### src/rtl/sl_pkg.sv
package sl_pkg;
  typedef enum logic [2:0] {
    ST_IDLE  = 3'd0,
    ST_SPACE = 3'd1,
    ST_MARK  = 3'd2,
    ST_TAIL  = 3'd3,
    ST_LATCH = 3'd4
  } sl_state_e;
endpackage

### src/rtl/sl_phase_timer.sv
module sl_phase_timer #(
  parameter int TIME_W = 5
) (
  input  logic              clk,
  input  logic              rst_n,
  input  logic              run,
  input  logic [TIME_W-1:0] limit,
  output logic              expired
);
  logic [TIME_W-1:0] cnt_q;

  assign expired = run && (cnt_q == limit);

  always_ff @(posedge clk or negedge rst_n) begin
    if (!rst_n)                 cnt_q <= '0;
    else if (!run || expired)   cnt_q <= '0;
    else                        cnt_q <= cnt_q + TIME_W'(1);
  end

  // Phase counter never passes the active limit
  p_cnt_bound_r5: assert property (@(posedge clk) disable iff (!rst_n)
    run |-> (cnt_q <= limit));
endmodule

### src/rtl/sl_bit_pick.sv
module sl_bit_pick #(
  parameter int DATA_W = 32,
  parameter int IDX_W  = 5
) (
  input  logic [DATA_W-1:0] word,
  input  logic [IDX_W-1:0]  nbits,
  input  logic [IDX_W-1:0]  idx,
  input  logic              lsb_first,
  output logic              bit_o
);
  logic [IDX_W-1:0] pos;

  always_comb begin
    if (lsb_first) pos = idx;
    else           pos = nbits - idx - IDX_W'(1);
    bit_o = word[pos];
  end
endmodule

### src/rtl/synth_serial_loader.sv
module synth_serial_loader #(
  parameter int DATA_W = 32,
  parameter int TIME_W = 5,
  parameter int NUM_LE = 3
) (
  input  logic              clk,
  input  logic              rst_n,
  input  logic              start_i,
  input  logic [DATA_W-1:0] word_i,
  input  logic [4:0]        nbits_i,
  input  logic [TIME_W-1:0] mark_len_i,
  input  logic [TIME_W-1:0] space_len_i,
  input  logic              clk_pol_i,
  input  logic              lsb_first_i,
  input  logic [NUM_LE-1:0] le_sel_i,
  output logic              sdata_o,
  output logic              sclk_o,
  output logic [NUM_LE-1:0] le_o,
  output logic              ready_o
);
  import sl_pkg::*;

  localparam int IDX_W = $clog2(DATA_W);

  sl_state_e         state_q;
  logic [DATA_W-1:0] word_q;
  logic [IDX_W-1:0]  nbits_q;
  logic [IDX_W-1:0]  idx_q;
  logic [TIME_W-1:0] mark_q;
  logic [TIME_W-1:0] space_q;
  logic              pol_q;
  logic              lsb_q;
  logic [NUM_LE-1:0] sel_q;

  logic              run;
  logic              phase_end;
  logic [TIME_W-1:0] limit;
  logic              cur_bit;
  logic              in_bit;

  assign run     = (state_q != ST_IDLE);
  assign limit   = (state_q == ST_MARK || state_q == ST_LATCH) ? mark_q : space_q;
  assign in_bit  = (state_q == ST_SPACE) || (state_q == ST_MARK);
  assign ready_o = (state_q == ST_IDLE);
  assign sclk_o  = (state_q == ST_MARK) ^ pol_q;
  assign sdata_o = in_bit & cur_bit;

  sl_phase_timer #(.TIME_W(TIME_W)) u_timer (
    .clk     (clk),
    .rst_n   (rst_n),
    .run     (run),
    .limit   (limit),
    .expired (phase_end)
  );

  sl_bit_pick #(.DATA_W(DATA_W), .IDX_W(IDX_W)) u_pick (
    .word      (word_q),
    .nbits     (nbits_q),
    .idx       (idx_q),
    .lsb_first (lsb_q),
    .bit_o     (cur_bit)
  );

  for (genvar g = 0; g < NUM_LE; g++) begin : g_le
    assign le_o[g] = (state_q == ST_LATCH) & sel_q[g];
  end

  always_ff @(posedge clk or negedge rst_n) begin
    if (!rst_n) begin
      state_q <= ST_IDLE;
      word_q  <= '0;
      nbits_q <= '0;
      idx_q   <= '0;
      mark_q  <= '0;
      space_q <= '0;
      pol_q   <= 1'b0;
      lsb_q   <= 1'b0;
      sel_q   <= '0;
    end else begin
      case (state_q)
        ST_IDLE: if (start_i) begin
          word_q  <= word_i;
          nbits_q <= IDX_W'(nbits_i);
          mark_q  <= mark_len_i;
          space_q <= space_len_i;
          pol_q   <= clk_pol_i;
          lsb_q   <= lsb_first_i;
          sel_q   <= le_sel_i;
          idx_q   <= '0;
          state_q <= (nbits_i == '0) ? ST_TAIL : ST_SPACE;
        end
        ST_SPACE: if (phase_end) state_q <= ST_MARK;
        ST_MARK: if (phase_end) begin
          if (idx_q == nbits_q - IDX_W'(1)) begin
            state_q <= ST_TAIL;
          end else begin
            idx_q   <= idx_q + IDX_W'(1);
            state_q <= ST_SPACE;
          end
        end
        ST_TAIL: if (phase_end) state_q <= (sel_q != '0) ? ST_LATCH : ST_IDLE;
        ST_LATCH: if (phase_end) state_q <= ST_IDLE;
        default: state_q <= ST_IDLE;
      endcase
    end
  end

  // Accepted start makes the engine busy on the next edge
  p_ready_drop_r2: assert property (@(posedge clk) disable iff (!rst_n)
    (start_i && ready_o) |=> !ready_o);

  // Start while busy leaves the captured word alone
  p_busy_ignore_r9: assert property (@(posedge clk) disable iff (!rst_n)
    (start_i && !ready_o) |=> $stable(word_q));

  // Data holds through a mark
  p_data_hold_r6: assert property (@(posedge clk) disable iff (!rst_n)
    (state_q == ST_MARK && $past(state_q == ST_MARK)) |-> $stable(sdata_o));

  // Latch strobes only with the serial clock idle
  p_latch_idle_r7: assert property (@(posedge clk) disable iff (!rst_n)
    (le_o != '0) |-> (sclk_o == pol_q));
endmodule

### config.mk
export PLATFORM = sky130hd
export DESIGN_NAME = synth_serial_loader
export DESIGN_NICKNAME = d
export VERILOG_FILES = /design/src/rtl/sl_pkg.sv /design/src/rtl/sl_phase_timer.sv /design/src/rtl/sl_bit_pick.sv /design/src/rtl/synth_serial_loader.sv
export SDC_FILE = /design/constraint.sdc
export NUM_CORES = 1
export LEC_CHECK = 0
export ABC_AREA = 1
export BUFFER_PORTS_ARGS = -buffer_cell sky130_fd_sc_hd__buf_2
export CORE_MARGIN = 3
export CORE_UTILIZATION = 40
export CTS_CLUSTER_SIZE = 8
export DETAILED_ROUTE_END_ITERATION = 8
export GPL_TIMING_DRIVEN = 0
export PLACE_DENSITY = 0.65
export SETUP_SLACK_MARGIN = 0.02
export SLEW_MARGIN = 0
export SYNTH_ARGS = -nofsm -noshare
export SYNTH_HDL_FRONTEND = slang
export SYNTH_SLANG_ARGS = --single-unit
export TNS_END_PERCENT = 1
### constraint.sdc
create_clock -name clk -period 2.6 [get_ports clk]
set_clock_uncertainty 0.2 [all_clocks]
set_input_delay 0.26 -clock clk [delete_from_list [all_inputs] [get_ports clk]]
set_output_delay 0.26 -clock clk [all_outputs]
set_load 0.05 [all_outputs]
==> results of run 1 <==
## synth_stat cells
library cell	count
nand2_1	94
o21ai_1	5
inv_2	2
fa_1	1
mux2_2	33
nor2_1	38
buf_6	3
ha_1	7
nand3b_1	5
nand3_1	41
dfrtp_1	65
nor2_2	3
nand2_2	6
xor2_1	4
clkbuf_1	2
a41oi_1	1
o21ai_0	15
nor3_1	4
a21oi_1	21
buf_2	7
a211oi_1	1
xnor2_1	4
nand3_2	1
nand2_4	1
or2_2	5
a21oi_2	1
o21ai_2	1
nand4_1	1
inv_1	38
## worst paths after layout
| check | to | slack (ns) | cells past startpoint |
|---|---|---|---|
| max in group asynchronous | idx_q[1] | 1.25 | 2 |
| min in group asynchronous | word_q[27] | 0.35 | 2 |
| setup / recovery | sdata_o | -0.46 | 13 |
| hold / removal | word_q[15] | 0.02 | 3 |
| setup reg to reg | idx_q[2] | 0.37 | 13 |
| hold reg to reg | u_timer.cnt_q[0] | 0.30 | 1 |
## worst min-delay path: stages
cell and delay, ns:
buf_2 0.10, nor2_1 0.04, a21oi_1 0.10
## power by group through the flow
stage	registers (mW)	logic (mW)	clock network [mW]
final	1.76	3.29	0.973
after global routing	1.82	3.66	1.05
after CTS	1.76	3.22	0.994
after detailed placement	1.79	2.89	0
after global placement	1.77	2.84	0
after floorplan	1.70	2.32	0
## registers in the layout (all words and copies together) (netlist names)
name	count
idx_q	5
lsb_q	1
mark_q	5
nbits_q	5
pol_q	1
sel_q	3
space_q	5
state_q	3
u_timer.cnt_q	5
word_q	32
## logic make-up (layout without fill, tap and decap cells)
family          Yosys count  count (layout)  synth area share, %
flops                    65              65                 46.3
simple gates            199             199                 24.8
buf+inv                  52             185                 6.44
xor+xnor                  8               8                 1.99
compound gates           45              45                 6.80
mux                      33              33                 10.6
fa+ha+maj                 8               8                 3.06
## layout make-up
| type | count | area, µm² |
|---|---|---|
| fill | 736 | 3560 |
| clock inverter | 2 | 60.1 |
| buffer | 12 | 76.3 |
| multi-input combinational | 293 | 1730 |
| inverter | 40 | 153 |
| sequential | 65 | 1630 |
| tap | 105 | 131 |
| timing repair buffer | 117 | 878 |
| clock buffer | 14 | 163 |
## what timing repair did
action / CTS / global route
hold buffers: 50 / 0
pin swaps: 13 / 0
endpoints found under the setup margin: 1 / 1
gates resized for setup: 14 / 4
hold endpoints to repair: 114 / 0
setup buffers: 7 / 0
## per-stage QoR
stage / setup WS [ns] / power, mW / cell area [µm²] / TNS (ns) / util [%]
floorplan: -0.0314 / 4.01 / 3550 / -0.0314 / -
finish: -0.460 / 6.02 / 4820 / -0.460 / 57.6
CTS: -0.429 / 5.98 / 4810 / -0.429 / 57.4
global placement: -0.383 / 4.61 / 3980 / -0.383 / 47.5
global route: -0.569 / 6.53 / 4820 / -0.569 / 57.6
detailed placement: -0.404 / 4.67 / 3980 / -0.404 / 47.5
## metal layers
layer  track usage (%)  routed length, µm  share of wire (%)  up-vias
li1                  -                  -                  -     1587
met5                 0                  0                  0        -
met3              4.28                325                3.8       16
met1              25.6               4020                 47     1487
met2              28.9               4010                 47       71
met4              5.88                173                2.0        0
==> insert_results.sql, run 1 <==
INSERT INTO impl_metrics (metric_group, metric, value, unit) VALUES
('drt', 'drt_wl_total', '8540', 'µm'),
('logic_synthesis', 'synth_area', '3510', 'µm²'),
('pwr', 'netSwitchingFraction', '42.5', '%'),
('pwr', 'worst_vdd_rail_ir_drop', '0.631', 'mV'),
('logic_synthesis', 'yosysTopAreaCell', 'dfrtp_1', ''),
('clock_tree', 'clock_sinks', '65', ''),
('pwr', 'p_comb_share', '54.6', '%'),
('logic_synthesis', 'post_synth_inst_count', '410', ''),
('drt', 'vias_per_cell', '4.88', ''),
('die', 'core.rowCount', '33', ''),
('worst_hold_path', 'hold_path.startpoint', 'word_i[15]', ''),
('drt', 'drtAntennaViolNets', '0', ''),
('critical_path', 'crit_arrival', '2.60', 'ns'),
('critical_path', 'critical-path-slowest-cell', 'fa_1', ''),
('critical_path', 'worst_r2r_src', 'nbits_q[0]', ''),
('grt', 'grt_first_pass_wirelength', '14700', 'µm'),
('pwr', 'share_seq_of_total_power', '29.3', '%'),
('outcome', 'status', 'complete, but fails checks', ''),
('drt', 'vias', '3161', ''),
('grt', 'via_count_of_the_first_global_routing_pass', '3130', ''),
('critical_path', 'timing.critical_path.buf_inv', '3', ''),
('finish', 'layout.cells.most_common', 'nand2_1', ''),
('pwr', 'power_density', '1250', 'nW/µm²'),
('die', 'fp.dieW', '99.7', 'µm'),
('critical_path', 'nature_of_the_critical_path_startpoint', 'flop', ''),
('logic_synthesis', 'ys_seq_elements', '65', ''),
('critical_path', 'crit_path_max_fanout', '8', ''),
('finish', 'num-nets-final', '601', ''),
('pwr', 'p_switching', '2.56', 'mW'),
('die', 'floorplan.die_area', '9950', 'µm²'),
('finish', 'final_cell_mix', '91 x nand2_1, 65 x buf_2, 63 x dfrtp_1', ''),
('logic_synthesis', 'cells_taking_the_most_area_after_synthesis', 'dfrtp_1 46%, mux2_2 11%, nand2_1 10%', ''),
('clock_tree', 'cts_tree', 'done', ''),
('grt', 'grt_usage', '18.5', '%'),
('drt', 'routed_wire_length_per_instance', '13.2', 'µm'),
('sta', 'finish_stage_setup_viols', '1', ''),
('flow_run', 'timing.max_cap.violations', '0', ''),
('grt', 'globalRoute.totalOverflow', '0', ''),
('logic_synthesis', 'portion_of_the_post_synthesis_area_used_by_sequential_elements', '46.3', '%'),
('die', 'coreArea', '8380', 'µm²'),
('sta', 'final_hold_viol_count', '0', ''),
('sta', 'post-route-period-util', '118', '%'),
('place', 'dp_cells', '575', ''),
('clock_tree', 'cts_clock_pin_slew_for_the_worst_setup_and_hold_paths', '0.07', 'ns'),
('drt', 'detail_route.drc_violations', '0', ''),
('finish', 'post_layout_nonfiller_instances', '648', ''),
('critical_path', 'critPathKind', 'flop to primary output', ''),
('place', 'routability_congestion_estimate', '0.836', ''),
('outcome', 'failing_checks', 'setup timing', ''),
('sta', 'final.setup.worst_slack', '-0.460', 'ns'),
('critical_path', 'critical_path_capture_point_type', 'primary output', ''),
('finish', 'final_layout_size_suffix_gt1_share', '29.5', '%'),
('clock_tree', 'clockBufferDepth', '2', ''),
('drt', 'detailedRoute.firstPassIterationCount', '4', ''),
('clock_tree', 'clock_latency', '0.34', 'ns'),
('clock_tree', 'cts_inserted_buffers', '9', ''),
('sta', 'finalCriticalPeriod', '3.06', 'ns'),
('logic_synthesis', 'synth_cell_types', '29', ''),
('finish', 'antenna_cells_inserted', '0', ''),
('die', 'start_util', '41.9', '%'),
('clock_tree', 'number_of_levels_the_h_tree_was_split_into', '3', ''),
('drt', 'drt-initial-drc-count', '145', ''),
('pwr', 'power.clock.fraction', '16.1', '%'),
('logic_synthesis', 'syn-mean-instance-area', '8.57', 'µm²'),
('sta', 'fmax', '0.327', 'GHz'),
('pwr', 'total_leakage_power', '2.36', 'nW'),
('sta', 'timing.max_slew.rel_slack', '45.1', '%'),
('critical_path', 'crit_path_cell_trace', 'ha_4, fa_1, inv_2, o21ai_4, inv_4, nand3_2, nand2_2, nand2_1, nand3_1, nand3_1, nand2_2, nor2_4, buf_8', ''),
('sta', 'grt_setup_unrepaired', 'yes', ''),
('grt', 'grt_antenna_before_repair', '0', ''),
('sta', 'worst_slew_pin_slew', '0.823', 'ns');
Note: power is estimated with default switching activity, not from simulation.
==> run 2: changes to the inputs <==
Settings changed: ABC_AREA 1 to default.
==> run 2 against run 1 <==
The run still ends with setup timing left. Synthesized cell count is 21% lower. Via count fell by 10%. First-iteration DRC count fell by 40%. Die area down 0.90%. Global-route usage shrank 0.36 points. Utilization fell by 0.59 points. Largest cell class unchanged.
==> insert_results.sql, run 2 <==
INSERT INTO impl_metrics (metric_group, metric, value, unit) VALUES
('sta', 'timing.max_slew.rel_slack', '43.8', '%'),
('finish', 'final_design_area_no_fill', '4750', 'µm²'),
('logic_synthesis', 'ys.warnings.count', '0', ''),
('logic_synthesis', 'yosys_most_used_dff', 'dfrtp_1', ''),
('outcome', 'status', 'complete, but fails checks', ''),
('place', 'place_ws', '-0.860', 'ns'),
('place', 'hpwlAfterDp', '5640', 'µm'),
('finish', 'fin_util', '57.0', '%'),
('grt', 'grt_usage', '18.2', '%'),
('die', 'die_height', '99.3', 'µm'),
('sta', 'final.setup.worst_slack', '-0.814', 'ns'),
('finish', 'layout_stage_area_growth_over_the_synthesis_result', '36.5', '%'),
('finish', 'antenna_cells_inserted', '0', ''),
('logic_synthesis', 'syn-mean-instance-area', '10.8', 'µm²'),
('die', 'start_util', '41.7', '%'),
('sta', 'finish_stage_setup_viols', '1', ''),
('logic_synthesis', 'post_synth_most_frequent_cells', '65 x dfrtp_1, 52 x mux2_2, 41 x nand2_1', ''),
('sta', 'finalCriticalPeriod', '3.41', 'ns'),
('finish', 'layout.cells.most_common', 'buf_2', ''),
('place', 'routability_congestion_estimate', '0.792', ''),
('grt', 'maximum_number_of_pins_on_one_net_before_global_route_repair', '66', ''),
('sta', 'fmax', '0.293', 'GHz'),
('finish', 'final_cell_mix', '68 x buf_2, 62 x dfrtp_1, 53 x dlygate4sd3_1', ''),
('worst_hold_path', 'hold_path.startpoint', 'mark_q[3]', ''),
('place', 'cell_area_after_placement', '3940', 'µm²'),
('clock_tree', 'clock_latency', '0.34', 'ns'),
('grt', 'grt_first_pass_wirelength', '14000', 'µm'),
('clock_tree', 'cts_clock_pin_slew_for_the_worst_setup_and_hold_paths', '0.07', 'ns'),
('logic_synthesis', 'post_synth_inst_count', '322', ''),
('critical_path', 'timing.critical_path.buf_inv', '2', ''),
('clock_tree', 'cts.root.buffer_cell', 'clkbuf_8', ''),
('worst_hold_path', 'hold_path.class', 'flop to flop', ''),
('finish', 'regMostFlops', 'word_q', ''),
('critical_path', 'critical-path-slowest-cell', 'fa_2', ''),
('grt', 'globalRoute.totalOverflow', '0', ''),
('sta', 'post-route-period-util', '131', '%'),
('grt', 'via_count_of_the_first_global_routing_pass', '2871', ''),
('logic_synthesis', 'cells_taking_the_most_area_after_synthesis', 'dfrtp_1 47%, mux2_2 17%, nand3_1 4.5%', ''),
('clock_tree', 'clock_sinks', '65', ''),
('place', 'place.port_buffers', '60', ''),
('critical_path', 'crit_arrival', '2.95', 'ns'),
('sta', 'worst_slew_pin_slew', '0.842', 'ns'),
('drt', 'drtAntennaViolNets', '0', ''),
('pwr', 'power_density', '1230', 'nW/µm²'),
('drt', 'routed_wire_length_per_instance', '15.1', 'µm'),
('drt', 'detail_route.drc_violations', '0', ''),
('logic_synthesis', 'synth-edff-count', '0', ''),
('clock_tree', 'cts_inserted_buffers', '9', ''),
('logic_synthesis', 'yosysTopAreaCell', 'dfrtp_1', ''),
('sta', 'final_max_tran_viols', '0', ''),
('logic_synthesis', 'synth.net_count', '385', ''),
('flow_run', 'timing.max_cap.violations', '0', ''),
('die', 'floorplan.die_area', '9860', 'µm²'),
('sta', 'grt_setup_unrepaired', 'yes', ''),
('drt', 'vias_per_cell', '5.10', ''),
('critical_path', 'nature_of_the_critical_path_startpoint', 'flop', ''),
('pwr', 'total_leakage_power', '2.11', 'nW'),
('finish', 'final_layout_size_suffix_gt1_share', '35.6', '%'),
('die', 'core.rowCount', '33', ''),
('logic_synthesis', 'ys_seq_elements', '65', ''),
('drt', 'detailedRoute.firstPassIterationCount', '5', ''),
('critical_path', 'worst_r2r_src', 'state_q[0]', ''),
('grt', 'grt_antenna_before_repair', '0', ''),
('outcome', 'failing_checks', 'setup timing', ''),
('logic_synthesis', 'asyncSetResetFlopFracSynth', '100', '%'),
('logic_synthesis', 'synth_area', '3480', 'µm²'),
('finish', 'num-nets-final', '510', ''),
('critical_path', 'worstSetupStartpoint', 'idx_q[0]', ''),
('critical_path', 'worstPathRequired', '2.14', 'ns'),
('logic_synthesis', 'yosys.area.top_type_share', '46.7', '%'),
('clock_tree', 'number_of_levels_the_h_tree_was_split_into', '3', ''),
('die', 'fp.dieW', '99.3', 'µm'),
('critical_path', 'critPathKind', 'flop to primary output', ''),
('critical_path', 'critical_path.max_stage_delay', '0.58', 'ns'),
('critical_path', 'crit_path_cell_trace', 'inv_1, ha_2, fa_2, nor2_1, a32o_2, nand3_2, nand4_1, mux4_2, nor3_4, buf_6', ''),
('sta', 'final_hold_viol_count', '0', ''),
('critical_path', 'cp_top_family', 'adder cells', ''),
('pwr', 'worst_vdd_rail_ir_drop', '0.835', 'mV'),
('clock_tree', 'clockBufferDepth', '2', ''),
('critical_path', 'crit_path_max_fanout', '4', ''),
('logic_synthesis', 'portion_of_the_post_synthesis_area_used_by_sequential_elements', '46.7', '%'),
('logic_synthesis', 'synth_cell_types', '42', ''),
('drt', 'drt-initial-drc-count', '87', ''),
('die', 'floorplan.io_pins', '61', ''),
('logic_synthesis', 'post-synth-top-count-cell', 'dfrtp_1', ''),
('die', 'coreArea', '8340', 'µm²'),
('finish', 'number_of_flip_flops_in_the_largest_register', '32', ''),
('clock_tree', 'cts_tree', 'done', ''),
('critical_path', 'critical_path_capture_point_type', 'primary output', ''),
('drt', 'drt_wl_total', '8390', 'µm'),
('drt', 'vias', '2843', '');
-- run 2: cell count changes in the layout (fill, tap and decap cells not counted), moves of 7 or more --
cell	previous run	this run
a21oi_1	21	4
nand3_1	36	29
mux2_2	33	52
nor2b_1	0	10
nand2_1	91	41
nor2_1	36	13
o21ai_0	12	4
inv_1	35	10
nand2_2	9	0
-- run 2: area by class of cell --
class	count	area [µm²]
Clock buffer	14	163
Timing Repair Buffer	114	847
Buffer	13	76.3
Tap cell	105	131
Inverter	10	37.5
Multi-Input combinational cell	234	1810
Fill cell	743	3590
Clock inverter	2	60.1
Sequential cell	65	1630
-- run 2: worst paths after layout --
check	endpoint	slack (ns)	cells past startpoint
worst max-delay path	sdata_o	-0.81	10
min in group asynchronous	mark_q[2]	0.38	2
worst min register to register	mark_q[3]	0.31	1
worst min-delay path	mark_q[3]	0.31	1
worst max register to register	lsb_q	0.21	6
max in group asynchronous	idx_q[1]	1.24	2
-- run 2: power by group --
group | switching (mW) | internal [mW]
Sequential | 0.356 | 1.49
Combinational | 1.60 | 1.46
Clock | 0.373 | 0.594
Total | 2.33 | 3.54
-- run 2: repair_timing --
| item | CTS | global route |
|---|---|---|
| gates resized for setup | 9 | 5 |
| pin swaps | 1 | 0 |
| buffers inserted | 1 | 0 |
| hold buffers | 53 | 0 |
| hold endpoints to repair | 117 | 0 |
| cloned | 0 | 0 |
| setup endpoints to repair | 1 | 7 |
-- run 2: worst register-to-register path, delay by kind of cell (launching register included) --
kind                   cells  cell delay, ns
muxes                      1            0.38
buffers and inverters      3            0.83
and+or+nand+nor            2            0.47
DFF                        1            0.38
-- run 2: cells by family after synthesis --
group / count (synthesis) / share of synthesized area, %
AND/OR/NAND/NOR: 121 / 17.2
flip-flops: 65 / 46.7
multiplexers: 55 / 18.2
AO/OA/AOI/OAI: 32 / 6.79
buffers and inverters: 23 / 3.27
XOR/XNOR: 18 / 4.74
adder cells (fa/ha/maj): 8 / 3.09
-- run 2: layer usage --
layer | vias to the layer above | wire (µm) | global-route usage [%]
met2 | 61 | 4290 | 31.6
met5 | - | 0 | 0
li1 | 1388 | - | -
met3 | 13 | 311 | 4.49
met1 | 1381 | 3650 | 22.1
met4 | 0 | 132 | 5.78
-- run 2: stage by stage --
step,hold slack (ns),power [mW],setup TNS (ns),instances
finish,0.308,5.87,-0.814,557
detailed placement,0.227,4.72,-0.860,487
global route,0.320,6.31,-0.934,557
floorplan,-0.236,4.03,-0.461,322
CTS,0.299,5.88,-0.833,557
global placement,0.286,4.64,-0.861,487
